[config.mk]
export PLATFORM = sky130hd
export DESIGN_NAME = sat_arith_unit
export DESIGN_NICKNAME = d
export VERILOG_FILES = /design/src/rtl/sat_arith_pkg.sv /design/src/rtl/sat_addsub.sv /design/src/rtl/sat_clamp.sv /design/src/rtl/sat_sticky.sv /design/src/rtl/sat_arith_unit.sv
export SDC_FILE = /design/constraint.sdc
export NUM_CORES = 1
export LEC_CHECK = 0
export ABC_CLOCK_PERIOD_IN_PS = 3000
export BUFFER_PORTS_ARGS = -buffer_cell sky130_fd_sc_hd__buf_2
export CAP_MARGIN = 0
export CORE_ASPECT_RATIO = 1.1
export CORE_MARGIN = 8
export CORE_UTILIZATION = 60
export CTS_CLUSTER_SIZE = 14
export DETAILED_ROUTE_END_ITERATION = 8
export PLACE_DENSITY = 0.8
export SLEW_MARGIN = 20
export SYNTH_ARGS = -nofsm -noshare
export SYNTH_HDL_FRONTEND = slang
export SYNTH_SLANG_ARGS = --single-unit
[constraint.sdc]
create_clock -name clk -period 3 [get_ports clk]
set_input_delay 0.3 -clock clk [delete_from_list [all_inputs] [get_ports clk]]
set_output_delay 0.3 -clock clk [all_outputs]
set_load 0.05 [all_outputs]
[src/rtl/sat_arith_pkg.sv]
package sat_arith_pkg;

    typedef enum logic [3:0] {
        OP_PASS  = 4'd0,
        OP_SADD  = 4'd1,
        OP_SSUB  = 4'd2,
        OP_UADD  = 4'd3,
        OP_USUB  = 4'd4,
        OP_DBL   = 4'd5,
        OP_WADD  = 4'd6,
        OP_SSATW = 4'd7,
        OP_USATW = 4'd8,
        OP_SSATH = 4'd9,
        OP_USATH = 4'd10
    } sat_op_e;

    function automatic logic op_is_defined(input logic [3:0] code);
        return (code >= 4'd1) && (code <= 4'd10);
    endfunction

endpackage

[src/rtl/sat_addsub.sv]
module sat_addsub #(
    parameter int W = 32
) (
    input  logic [W-1:0] a,
    input  logic [W-1:0] b,
    output logic [W-1:0] sum_raw,
    output logic [W-1:0] sadd_res,
    output logic         sadd_ov,
    output logic [W-1:0] ssub_res,
    output logic         ssub_ov,
    output logic [W-1:0] uadd_res,
    output logic         uadd_ov,
    output logic [W-1:0] usub_res,
    output logic         usub_ov,
    output logic [W-1:0] dbl_res,
    output logic         dbl_ov
);
    localparam logic [W-1:0] SMAX   = {1'b0, {(W-1){1'b1}}};
    localparam logic [W-1:0] SMIN   = {1'b1, {(W-1){1'b0}}};
    localparam logic [W-1:0] DBL_HI = {2'b01, {(W-2){1'b0}}};
    localparam logic [W-1:0] DBL_LO = {2'b11, {(W-2){1'b0}}};

    logic [W-1:0] diff;
    logic [W-1:0] s_clamp;

    always_comb begin
        sum_raw  = a + b;
        diff     = a - b;
        s_clamp  = a[W-1] ? SMIN : SMAX;

        sadd_ov  = (sum_raw[W-1] ^ a[W-1]) & ~(a[W-1] ^ b[W-1]);
        sadd_res = sadd_ov ? s_clamp : sum_raw;

        ssub_ov  = (diff[W-1] ^ a[W-1]) & (a[W-1] ^ b[W-1]);
        ssub_res = ssub_ov ? s_clamp : diff;

        uadd_ov  = (sum_raw < a);
        uadd_res = uadd_ov ? {W{1'b1}} : sum_raw;

        usub_ov  = (diff > a);
        usub_res = usub_ov ? '0 : diff;

        if ($signed(a) >= $signed(DBL_HI)) begin
            dbl_res = SMAX;
            dbl_ov  = 1'b1;
        end else if ($signed(a) <= $signed(DBL_LO)) begin
            dbl_res = SMIN;
            dbl_ov  = 1'b1;
        end else begin
            dbl_res = {a[W-2:0], 1'b0};
            dbl_ov  = 1'b0;
        end
    end
endmodule

[src/rtl/sat_clamp.sv]
module sat_clamp #(
    parameter int W    = 32,
    parameter int SH_W = 5
) (
    input  logic [W-1:0]    val,
    input  logic [SH_W-1:0] width,
    input  logic            is_signed,
    output logic [W-1:0]    res,
    output logic            hit
);
    logic [W-1:0] mask;
    logic [W-1:0] top;
    logic         top_pos;
    logic         top_low;

    always_comb begin
        mask    = ~({W{1'b1}} << width);
        top     = $signed(val) >>> width;
        top_pos = ~top[W-1] & (top != '0);
        top_low = top[W-1] & (top != {W{1'b1}});
        res     = val;
        hit     = 1'b0;
        if (is_signed) begin
            if (top_pos) begin
                res = mask;
                hit = 1'b1;
            end else if (top_low) begin
                res = ~mask;
                hit = 1'b1;
            end
        end else begin
            if (val[W-1]) begin
                res = '0;
                hit = 1'b1;
            end else if ((val & ~mask) != '0) begin
                res = mask;
                hit = 1'b1;
            end
        end
    end
endmodule

[src/rtl/sat_sticky.sv]
module sat_sticky (
    input  logic clk,
    input  logic rst_n,
    input  logic set_i,
    input  logic clr_i,
    output logic flag_o
);
    logic flag_q;

    always_ff @(posedge clk or negedge rst_n) begin
        if (!rst_n) flag_q <= 1'b0;
        else        flag_q <= set_i | (flag_q & ~clr_i);
    end

    assign flag_o = flag_q;
endmodule

[src/rtl/sat_arith_unit.sv]
module sat_arith_unit
    import sat_arith_pkg::*;
#(
    parameter int DATA_W = 32
) (
    input  logic                        clk,
    input  logic                        rst_n,
    input  logic [3:0]                  op_sel,
    input  logic [DATA_W-1:0]           opnd_a,
    input  logic [DATA_W-1:0]           opnd_b,
    input  logic [$clog2(DATA_W)-1:0]   sat_width,
    input  logic                        flag_clr,
    output logic [DATA_W-1:0]           result,
    output logic                        sat_flag
);
    localparam int SH_W  = $clog2(DATA_W);
    localparam int NLANE = 2;
    localparam int HW    = DATA_W / NLANE;

    logic [DATA_W-1:0] sum_raw, sadd_res, ssub_res, uadd_res, usub_res, dbl_res;
    logic              sadd_ov, ssub_ov, uadd_ov, usub_ov, dbl_ov;
    logic [DATA_W-1:0] word_res;
    logic              word_hit;
    logic [DATA_W-1:0] half_res;
    logic [NLANE-1:0]  half_hit;
    logic [DATA_W-1:0] nxt_res;
    logic              nxt_evt;
    logic [DATA_W-1:0] res_q;

    sat_addsub #(.W(DATA_W)) u_addsub (
        .a        (opnd_a),
        .b        (opnd_b),
        .sum_raw  (sum_raw),
        .sadd_res (sadd_res),
        .sadd_ov  (sadd_ov),
        .ssub_res (ssub_res),
        .ssub_ov  (ssub_ov),
        .uadd_res (uadd_res),
        .uadd_ov  (uadd_ov),
        .usub_res (usub_res),
        .usub_ov  (usub_ov),
        .dbl_res  (dbl_res),
        .dbl_ov   (dbl_ov)
    );

    sat_clamp #(.W(DATA_W), .SH_W(SH_W)) u_word_clamp (
        .val       (opnd_a),
        .width     (sat_width),
        .is_signed (op_sel == OP_SSATW),
        .res       (word_res),
        .hit       (word_hit)
    );

    generate
        for (genvar g = 0; g < NLANE; g++) begin : g_lane
            sat_clamp #(.W(HW), .SH_W(SH_W)) u_half_clamp (
                .val       (opnd_a[g*HW +: HW]),
                .width     (sat_width),
                .is_signed (op_sel == OP_SSATH),
                .res       (half_res[g*HW +: HW]),
                .hit       (half_hit[g])
            );
        end
    endgenerate

    always_comb begin
        nxt_res = opnd_a;
        nxt_evt = 1'b0;
        case (op_sel)
            OP_SADD:  begin nxt_res = sadd_res; nxt_evt = sadd_ov; end
            OP_SSUB:  begin nxt_res = ssub_res; nxt_evt = ssub_ov; end
            OP_UADD:  begin nxt_res = uadd_res; nxt_evt = uadd_ov; end
            OP_USUB:  begin nxt_res = usub_res; nxt_evt = usub_ov; end
            OP_DBL:   begin nxt_res = dbl_res;  nxt_evt = dbl_ov;  end
            OP_WADD:  begin nxt_res = sum_raw;  nxt_evt = sadd_ov; end
            OP_SSATW, OP_USATW: begin nxt_res = word_res; nxt_evt = word_hit; end
            OP_SSATH, OP_USATH: begin nxt_res = half_res; nxt_evt = |half_hit; end
            default:  begin nxt_res = opnd_a;   nxt_evt = 1'b0;    end
        endcase
    end

    always_ff @(posedge clk or negedge rst_n) begin
        if (!rst_n) res_q <= '0;
        else        res_q <= nxt_res;
    end

    sat_sticky u_sticky (
        .clk    (clk),
        .rst_n  (rst_n),
        .set_i  (nxt_evt),
        .clr_i  (flag_clr),
        .flag_o (sat_flag)
    );

    assign result = res_q;
endmodule

==> results.yml, run 1 <==
logic_synthesis:
  yosysWarnings: 0
  avgSynthCellArea_um2: 7.04
  synth_edf_count: 0
  synthCells: 1810
  synth_area_um2: 12700
  syn_nets: 2014
  async_flop_share_pct: 100
  seq_area_frac_synth_pct: 6.48
  yosysUniqueCellTypes: 101
  synthFlopType: "dfrtp_1"
  synth_seq_cells: 33
outcome:
  error: "[ERROR GRT-0116] Global routing finished with congestion. Check the congestion regions in the DRC Viewer."
  outcome: "aborted with a tool error"
  lastStage: "global routing (5_1_grt)"
clock_network:
  htree_levels: 2
  cts_buffers: 5
  cts-root-buf: "clkbuf_16"
  cts.path.max_buffers: 2
  cts_hold_buffers: 0
  clkSinkCount: 33
floorplan:
  ios: 109
  die_x_um: 155
  initial_core_util_pct: 60.4
  fp-row-count: 56
  chipHeight_um: 169
placement:
  gp_congestion: 1.47
  dpl.hpwl_mm: 59.2
  dp_cells: 2688
  place.port_buffers: 108
grt:
  overflow: 652
  grt_pass1_vias: 26300
  grt_pass1_wl_mm: 175
  grt_use_total_pct: 86.5
  grt_start_max_net_pins: 34
cells in the mapped netlist (7+ instances only):
master     count  area share (%)
a2111oi_0      8            0.55
a211oi_1      30             1.8
a21o_1        21             1.2
a21oi_1      153             6.0
a221oi_1      22             1.5
a22oi_1       16            0.94
a31o_2         7            0.48
a31oi_1       13            0.64
a32oi_1       14            0.96
and2_1         8            0.39
and3_1        14            0.69
buf_2         23            0.90
buf_4          7            0.41
buf_6          7            0.62
clkbuf_1     110             3.2
dfrtp_1       33             6.5
ha_1         125              12
inv_1         96             2.8
mux2_2        12             1.1
mux2i_1       52             4.1
mux4_2        35             6.2
nand2_1      161             4.7
nand2b_1      26             1.3
nand3_1       56             2.2
nand4_1       30             1.5
nor2_1       165             4.9
nor2b_1       15            0.74
nor3_1        49             1.9
nor4_1        27             1.3
o2111ai_1      8            0.55
o211ai_1      36             2.1
o21a_1        24             1.4
o21ai_0      147             5.8
o21bai_1      10            0.59
o221ai_1      10            0.69
o22ai_1        7            0.34
o31ai_1       16            0.94
or2_2          9            0.44
or3_1          9            0.44
xnor2_1       43             3.0
xor2_1        18             1.2
through the flow:
step                hold slack, ps  area [um^2]  worst slack [ps]  setup TNS (ps)
floorplan                     4.41        13000             -1770          -53870
global placement               427        18100             -2510          -77710
detailed placement             432        18100             -2720          -84330
CTS                            138        18800             -2060          -64490
layer usage:
layer	GRT overflow	global-route usage, %
met5	10	61.2
met4	189	88.4
met3	48	78.6
met2	344	98.2
met1	61	83.1
cell families after synthesis:
family	after synthesis	synth area share, %
xor gates and xnor gates	61	4.19
DFF	33	6.48
adders and majority gates	129	12.8
and+or+nand+nor	604	23.1
AOI/OAI and AO/OA	628	33.0
buffers and inverters	251	8.37
muxes	104	12.1
timing repair:
item,CTS
cloned,1
hold endpoints to repair,0
endpoints found under the setup margin,33
resized for setup,85
buffers inserted,24
pin swaps,45
==> run 2: changes to the inputs <==
--- a/config.mk
+++ b/config.mk
@@ -8,12 +8,10 @@
 export ABC_CLOCK_PERIOD_IN_PS = 3000
 export BUFFER_PORTS_ARGS = -buffer_cell sky130_fd_sc_hd__buf_2
 export CAP_MARGIN = 0
-export CORE_ASPECT_RATIO = 1.1
 export CORE_MARGIN = 8
-export CORE_UTILIZATION = 60
-export CTS_CLUSTER_SIZE = 14
+export CORE_UTILIZATION = 40
 export DETAILED_ROUTE_END_ITERATION = 8
-export PLACE_DENSITY = 0.8
+export PLACE_DENSITY_LB_ADDON = 0.15
 export SLEW_MARGIN = 20
 export SYNTH_ARGS = -nofsm -noshare
 export SYNTH_HDL_FRONTEND = slang
==> results.yml, run 2 <==
min_path:
  hold_path_class: "primary input to async pin"
layout:
  largest_register_ffs: 32
  areaGrowthSynthToFinish_pct: 55.0
  layout_common_cells: "buf_4 (688), nor2_1 (161), nand2_1 (156)"
  final_common_cell: "buf_4"
  drive_gt1_share_pct: 41.6
  layout.cells.non_filler: 2893
  final_nets: 2694
logic_synthesis:
  synth.area.top_cells: "ha_1 (12%), dfrtp_1 (6.5%), mux4_2 (6.2%)"
  async_flop_share_pct: 100
  synthFlopType: "dfrtp_1"
  yosysUniqueCellTypes: 101
  synth.most_common_cell: "nor2_1"
  synthCells: 1810
  synth_edf_count: 0
  yosysWarnings: 0
  synth_area_leader_cell: "ha_1"
  avgSynthCellArea_um2: 7.04
  synth_top_area_share_pct: 12.3
  synth_area_um2: 12700
  syn_nets: 2014
  seq_area_frac_synth_pct: 6.48
  synthTopCellsByCount: "nor2_1 (165), nand2_1 (161), a21oi_1 (153)"
  synth_seq_cells: 33
setup_path:
  critPathLaunch: "opnd_a[11]"
  rr_startpoint: "u_sticky.flag_o"
  critPathKind: "primary input to register"
  worst_ep_required_time_ps: 3210
  worstRegToRegCells: 4
  cp_max_fo: 8
  startpoint_type: "primary input"
  crit_path_end_kind: "register"
  arrival_ps: 5380
sta:
  rsz0062_at_grt: "true"
  finalMaxSlewViolations: 0
  min_period_over_period_pct: 172
  slew_headroom_pct: 38.4
  worst_pin_slew_ps: 925
  min_period_ps: 5170
  timing.fmax_mhz: 193
  fin_skew_ps: 0
  finalHoldViolCount: 0
  setup_slack_ps: -2170
  worst_hold_slack_ps: 152
  fin_tns_setup_ps: -68200
  setup_viol: 33
outcome:
  violations: "setup timing"
  outcome: "finished, violations left"
run:
  maxCapViolations: 0
grt:
  grt_antenna_before_repair: 4
  grt_pass1_wl_mm: 115
  grt_use_total_pct: 39.5
  overflow: 0
  grt_start_max_net_pins: 34
  grt_pass1_vias: 17900
route:
  ant_nets: 0
  drc: 0
  vias_per_cell: 6.53
  vias: 18900
  wire_per_inst_um: 27.7
  drtPass1Iterations: 6
  drt-total-wl_mm: 80.0
  drt-initial-drc-count: 2420
floorplan:
  fp-row-count: 65
  die_x_um: 194
  initial_core_util_pct: 40.5
  die-area_um2: 37800
  chipHeight_um: 194
  ios: 109
  coreArea_um2: 31500
clock_network:
  cts-root-buf: "clkbuf_16"
  tritoncts: "done"
  clock_latency_ps: 290
  clkTransAtPathRegs_ps: 60
  cts.path.max_buffers: 2
  clkSinkCount: 33
  cts_buffers: 5
  htree_levels: 2
placement:
  gp_congestion: 1.11
  dpl.hpwl_mm: 64.4
  place.port_buffers: 108
  dp_cells: 2846
pwr:
  ir_drop_v: 0.000234
  power_uw: 6190
  power_leakage_uw: 0.00913
  power_density_nw_per_um2: 313
[run 2: cell counts after synthesis]
No cell type changed its count.
[run 2: per-layer routing]
layer	wire, um	up-vias	GRT usage (%)
met4	5030	6	19.8
met2	33200	1403	59.0
li1	-	8177	-
met1	31500	8997	51.0
met3	10300	296	11.5
met5	38	-	0
[run 2: path summary, 6_finish.rpt]
check / to / slack [ps]
max: result[8] / -2170
min: result[9] / 150
max reg2reg: u_sticky.flag_o / 1740
min reg2reg: u_sticky.flag_o / 750
max in group asynchronous: result[25] / 2270
min in group clk: u_sticky.flag_o / 500
[run 2: critical path, cell delays in order]
cell,delay [ps]
buf_2,130
ha_1,300
buf_4,150
o21a_1,180
o21ai_0,370
a21o_1,160
a31o_4,150
o221ai_4,120
nand4_1,160
a21oi_2,70
o21a_1,200
o21ai_2,110
nand2b_1,110
a21oi_4,250
fa_1,470
inv_2,100
ha_4,220
nand3_4,90
nor3_2,50
o311a_1,110
or4_4,580
a31oi_4,180
buf_12,150
o21ai_2,50
nand4_1,220
a211oi_2,80
a21oi_1,150
a2bb2oi_1,160
[run 2: stage by stage]
stage	utilization, %	setup slack, ps	cell area [um^2]
after floorplan	-	-1770	13000
after global placement	59.2	-2600	18600
after detailed placement	59.2	-2680	18600
after CTS	61.3	-2010	19300
after global routing	62.7	-2260	19700
final	62.8	-2170	19800
[run 2: cell type report]
class / count / area (um^2)
repair buffers: 825 / 6210
diodes: 1 / 2.50
flip-flops and latches: 33 / 826
clock buffers: 7 / 143
multi-input cells: 1526 / 11700
well taps: 402 / 503
fillers: 2807 / 11700
inverters: 99 / 378
[run 2: cell families after synthesis]
group	count (synthesis)	share of synthesized area, %
multiplexers	104	12.1
buffers and inverters	251	8.37
adder cells (fa/ha/maj)	129	12.8
AO/OA/AOI/OAI	628	33.0
XOR/XNOR	61	4.19
flip-flops	33	6.48
AND/OR/NAND/NOR	604	23.1
[run 2: repair_timing]
item,in CTS,in global routing
hold buffers,0,0
hold endpoints to repair,0,0
gates resized for setup,76,62
setup buffers,22,19
endpoints found under the setup margin,33,33
pin swaps,57,52
[run 2: power breakdown]
group          internal (uW)  switching (uW)  leakage, uW
logic                   2200            2870      0.00867
registers                531            45.2     0.000390
clock network            327             216    0.0000700
No activity file was read; power rests on OpenSTA's default activity.
==> run 3: changes to the inputs <==
--- a/config.mk
+++ b/config.mk
@@ -12,6 +12,7 @@
 export CORE_UTILIZATION = 40
 export DETAILED_ROUTE_END_ITERATION = 8
 export PLACE_DENSITY_LB_ADDON = 0.15
+export SETUP_SLACK_MARGIN = 0.05
 export SLEW_MARGIN = 20
 export SYNTH_ARGS = -nofsm -noshare
 export SYNTH_HDL_FRONTEND = slang
==> results.yml, run 3 (synthesis gave the netlist of run 2 again) <==
outcome:
  outcome: "finished, violations left"
  violations: "setup timing"
clock_network:
  cts_hold_buffers: 0
  cts-root-buf: "clkbuf_16"
  cts.path.max_buffers: 2
  clkSinkCount: 33
  cts_buffers: 5
  htree_levels: 2
  tritoncts: "done"
  clock_latency_ps: 290
  clkTransAtPathRegs_ps: 60
floorplan:
  die-area_um2: 37800
  coreArea_um2: 31500
  initial_core_util_pct: 40.5
  die_x_um: 194
  ios: 109
  fp-row-count: 65
  chipHeight_um: 194
grt:
  use_met3_pct: 11.5
  grt_use_total_pct: 39.7
  overflow: 0
  top_usage_layer: "met2"
  met1_usage_pct: 51.2
  grt_pass1_vias: 18000
  grt_pass1_wl_mm: 115
  use_met2_pct: 58.9
  grt_antenna_before_repair: 4
  grt_start_max_net_pins: 34
layout:
  layout_common_cells: "buf_4 (682), nor2_1 (161), nand2_1 (152)"
  final_common_cell: "buf_4"
  drive_gt1_share_pct: 42.1
  largest_register_ffs: 32
  final_nets: 2692
  areaGrowthSynthToFinish_pct: 55.6
  layout.cells.non_filler: 2893
sta:
  finalMaxSlewViolations: 0
  slew_headroom_pct: 39.3
  min_period_ps: 5110
  fin_tns_setup_ps: -65860
  setup_viol: 33
  setup_slack_ps: -2110
  rsz0062_at_grt: "true"
  worst_hold_slack_ps: 130
  min_period_over_period_pct: 170
  worst_pin_slew_ps: 911
  finalHoldViolCount: 0
  fin_skew_ps: 0
  timing.fmax_mhz: 196
route:
  vias_per_cell: 6.50
  drc: 0
  ant_nets: 0
  drt-initial-drc-count: 2522
  drtPass1Iterations: 8
  drt-total-wl_mm: 79.8
  vias: 18800
  wire_per_inst_um: 27.6
pwr:
  ir_drop_v: 0.000234
  power_leakage_uw: 0.00916
  power_uw: 6200
  power_density_nw_per_um2: 313
setup_path:
  startpoint_type: "primary input"
  worst_ep_required_time_ps: 3210
  critPathKind: "primary input to register"
  slowest_stage: "or4_4"
  crit_buf_inv: 5
  cp_max_fo: 8
  crit_path_end_kind: "register"
  arrival_ps: 5320
  critPathMaxStageDelay_ps: 590
  path_delay_family: "compound AO/OA/AOI/OAI gates"
placement:
  dpl.hpwl_mm: 64.4
  place.port_buffers: 108
  dp_cells: 2846
  place_ws_ps: -2680
  gp_congestion: 1.11
min_path:
  hold_path_class: "primary input to async pin"
run:
  maxCapViolations: 0
[run 3: what timing repair did]
item	in CTS	in global routing
buffers inserted	25	16
pin swaps	74	52
setup endpoints to repair	33	33
gates resized for setup	104	62
[run 3: layer usage]
metal / up-vias / routed length, um
met5: - / 39
met4: 6 / 5030
met3: 293 / 9850
met2: 1358 / 33000
met1: 8982 / 31900
li1: 8170 / -
[run 3: worst reg2reg max path, cell delays in order, from the launching register on]
cell	delay, ps
dfrtp_1	420
a2111oi_0	370
nand3_1	150
a21oi_2	140
o21ai_2	90
[run 3: layout make-up]
cell class,instances,area [um^2]
antenna,3,7.51
clock buffer,7,143
fill,2825,11600
inverter,99,378
multi-input combinational,1526,11700
sequential,33,826
tap,402,503
timing repair buffer,823,6230
[run 3: final timing paths]
| path | slack [ps] | depth (start not counted) | start | endpoint |
|---|---|---|---|---|
| setup reg to reg | 1720 | 4 | u_sticky.flag_o | u_sticky.flag_o |
| hold / removal | 130 | 1 | rst_n | result[9] |
| setup / recovery | -2110 | 28 | opnd_b[1] | result[8] |
| max in group asynchronous | 2290 | 1 | rst_n | result[21] |
| min in group clk | 500 | 4 | op_sel[1] | u_sticky.flag_o |
| hold reg to reg | 760 | 4 | u_sticky.flag_o | u_sticky.flag_o |
[run 3: power by group]
| part | switching, uW | leakage (uW) | internal, uW |
|---|---|---|---|
| clock | 220 | 0.0000700 | 327 |
| sequential | 45.2 | 0.000390 | 531 |
| combinational | 2880 | 0.00870 | 2200 |
[run 3: stage by stage]
step | cell area, um^2 | util (%)
3_5_place_dp | 18600 | 59.2
5_1_grt | 19800 | 63.0
2_1_floorplan | 13000 | -
6_report | 19800 | 63.0
4_1_cts | 19500 | 61.8
3_3_place_gp | 18600 | 59.2
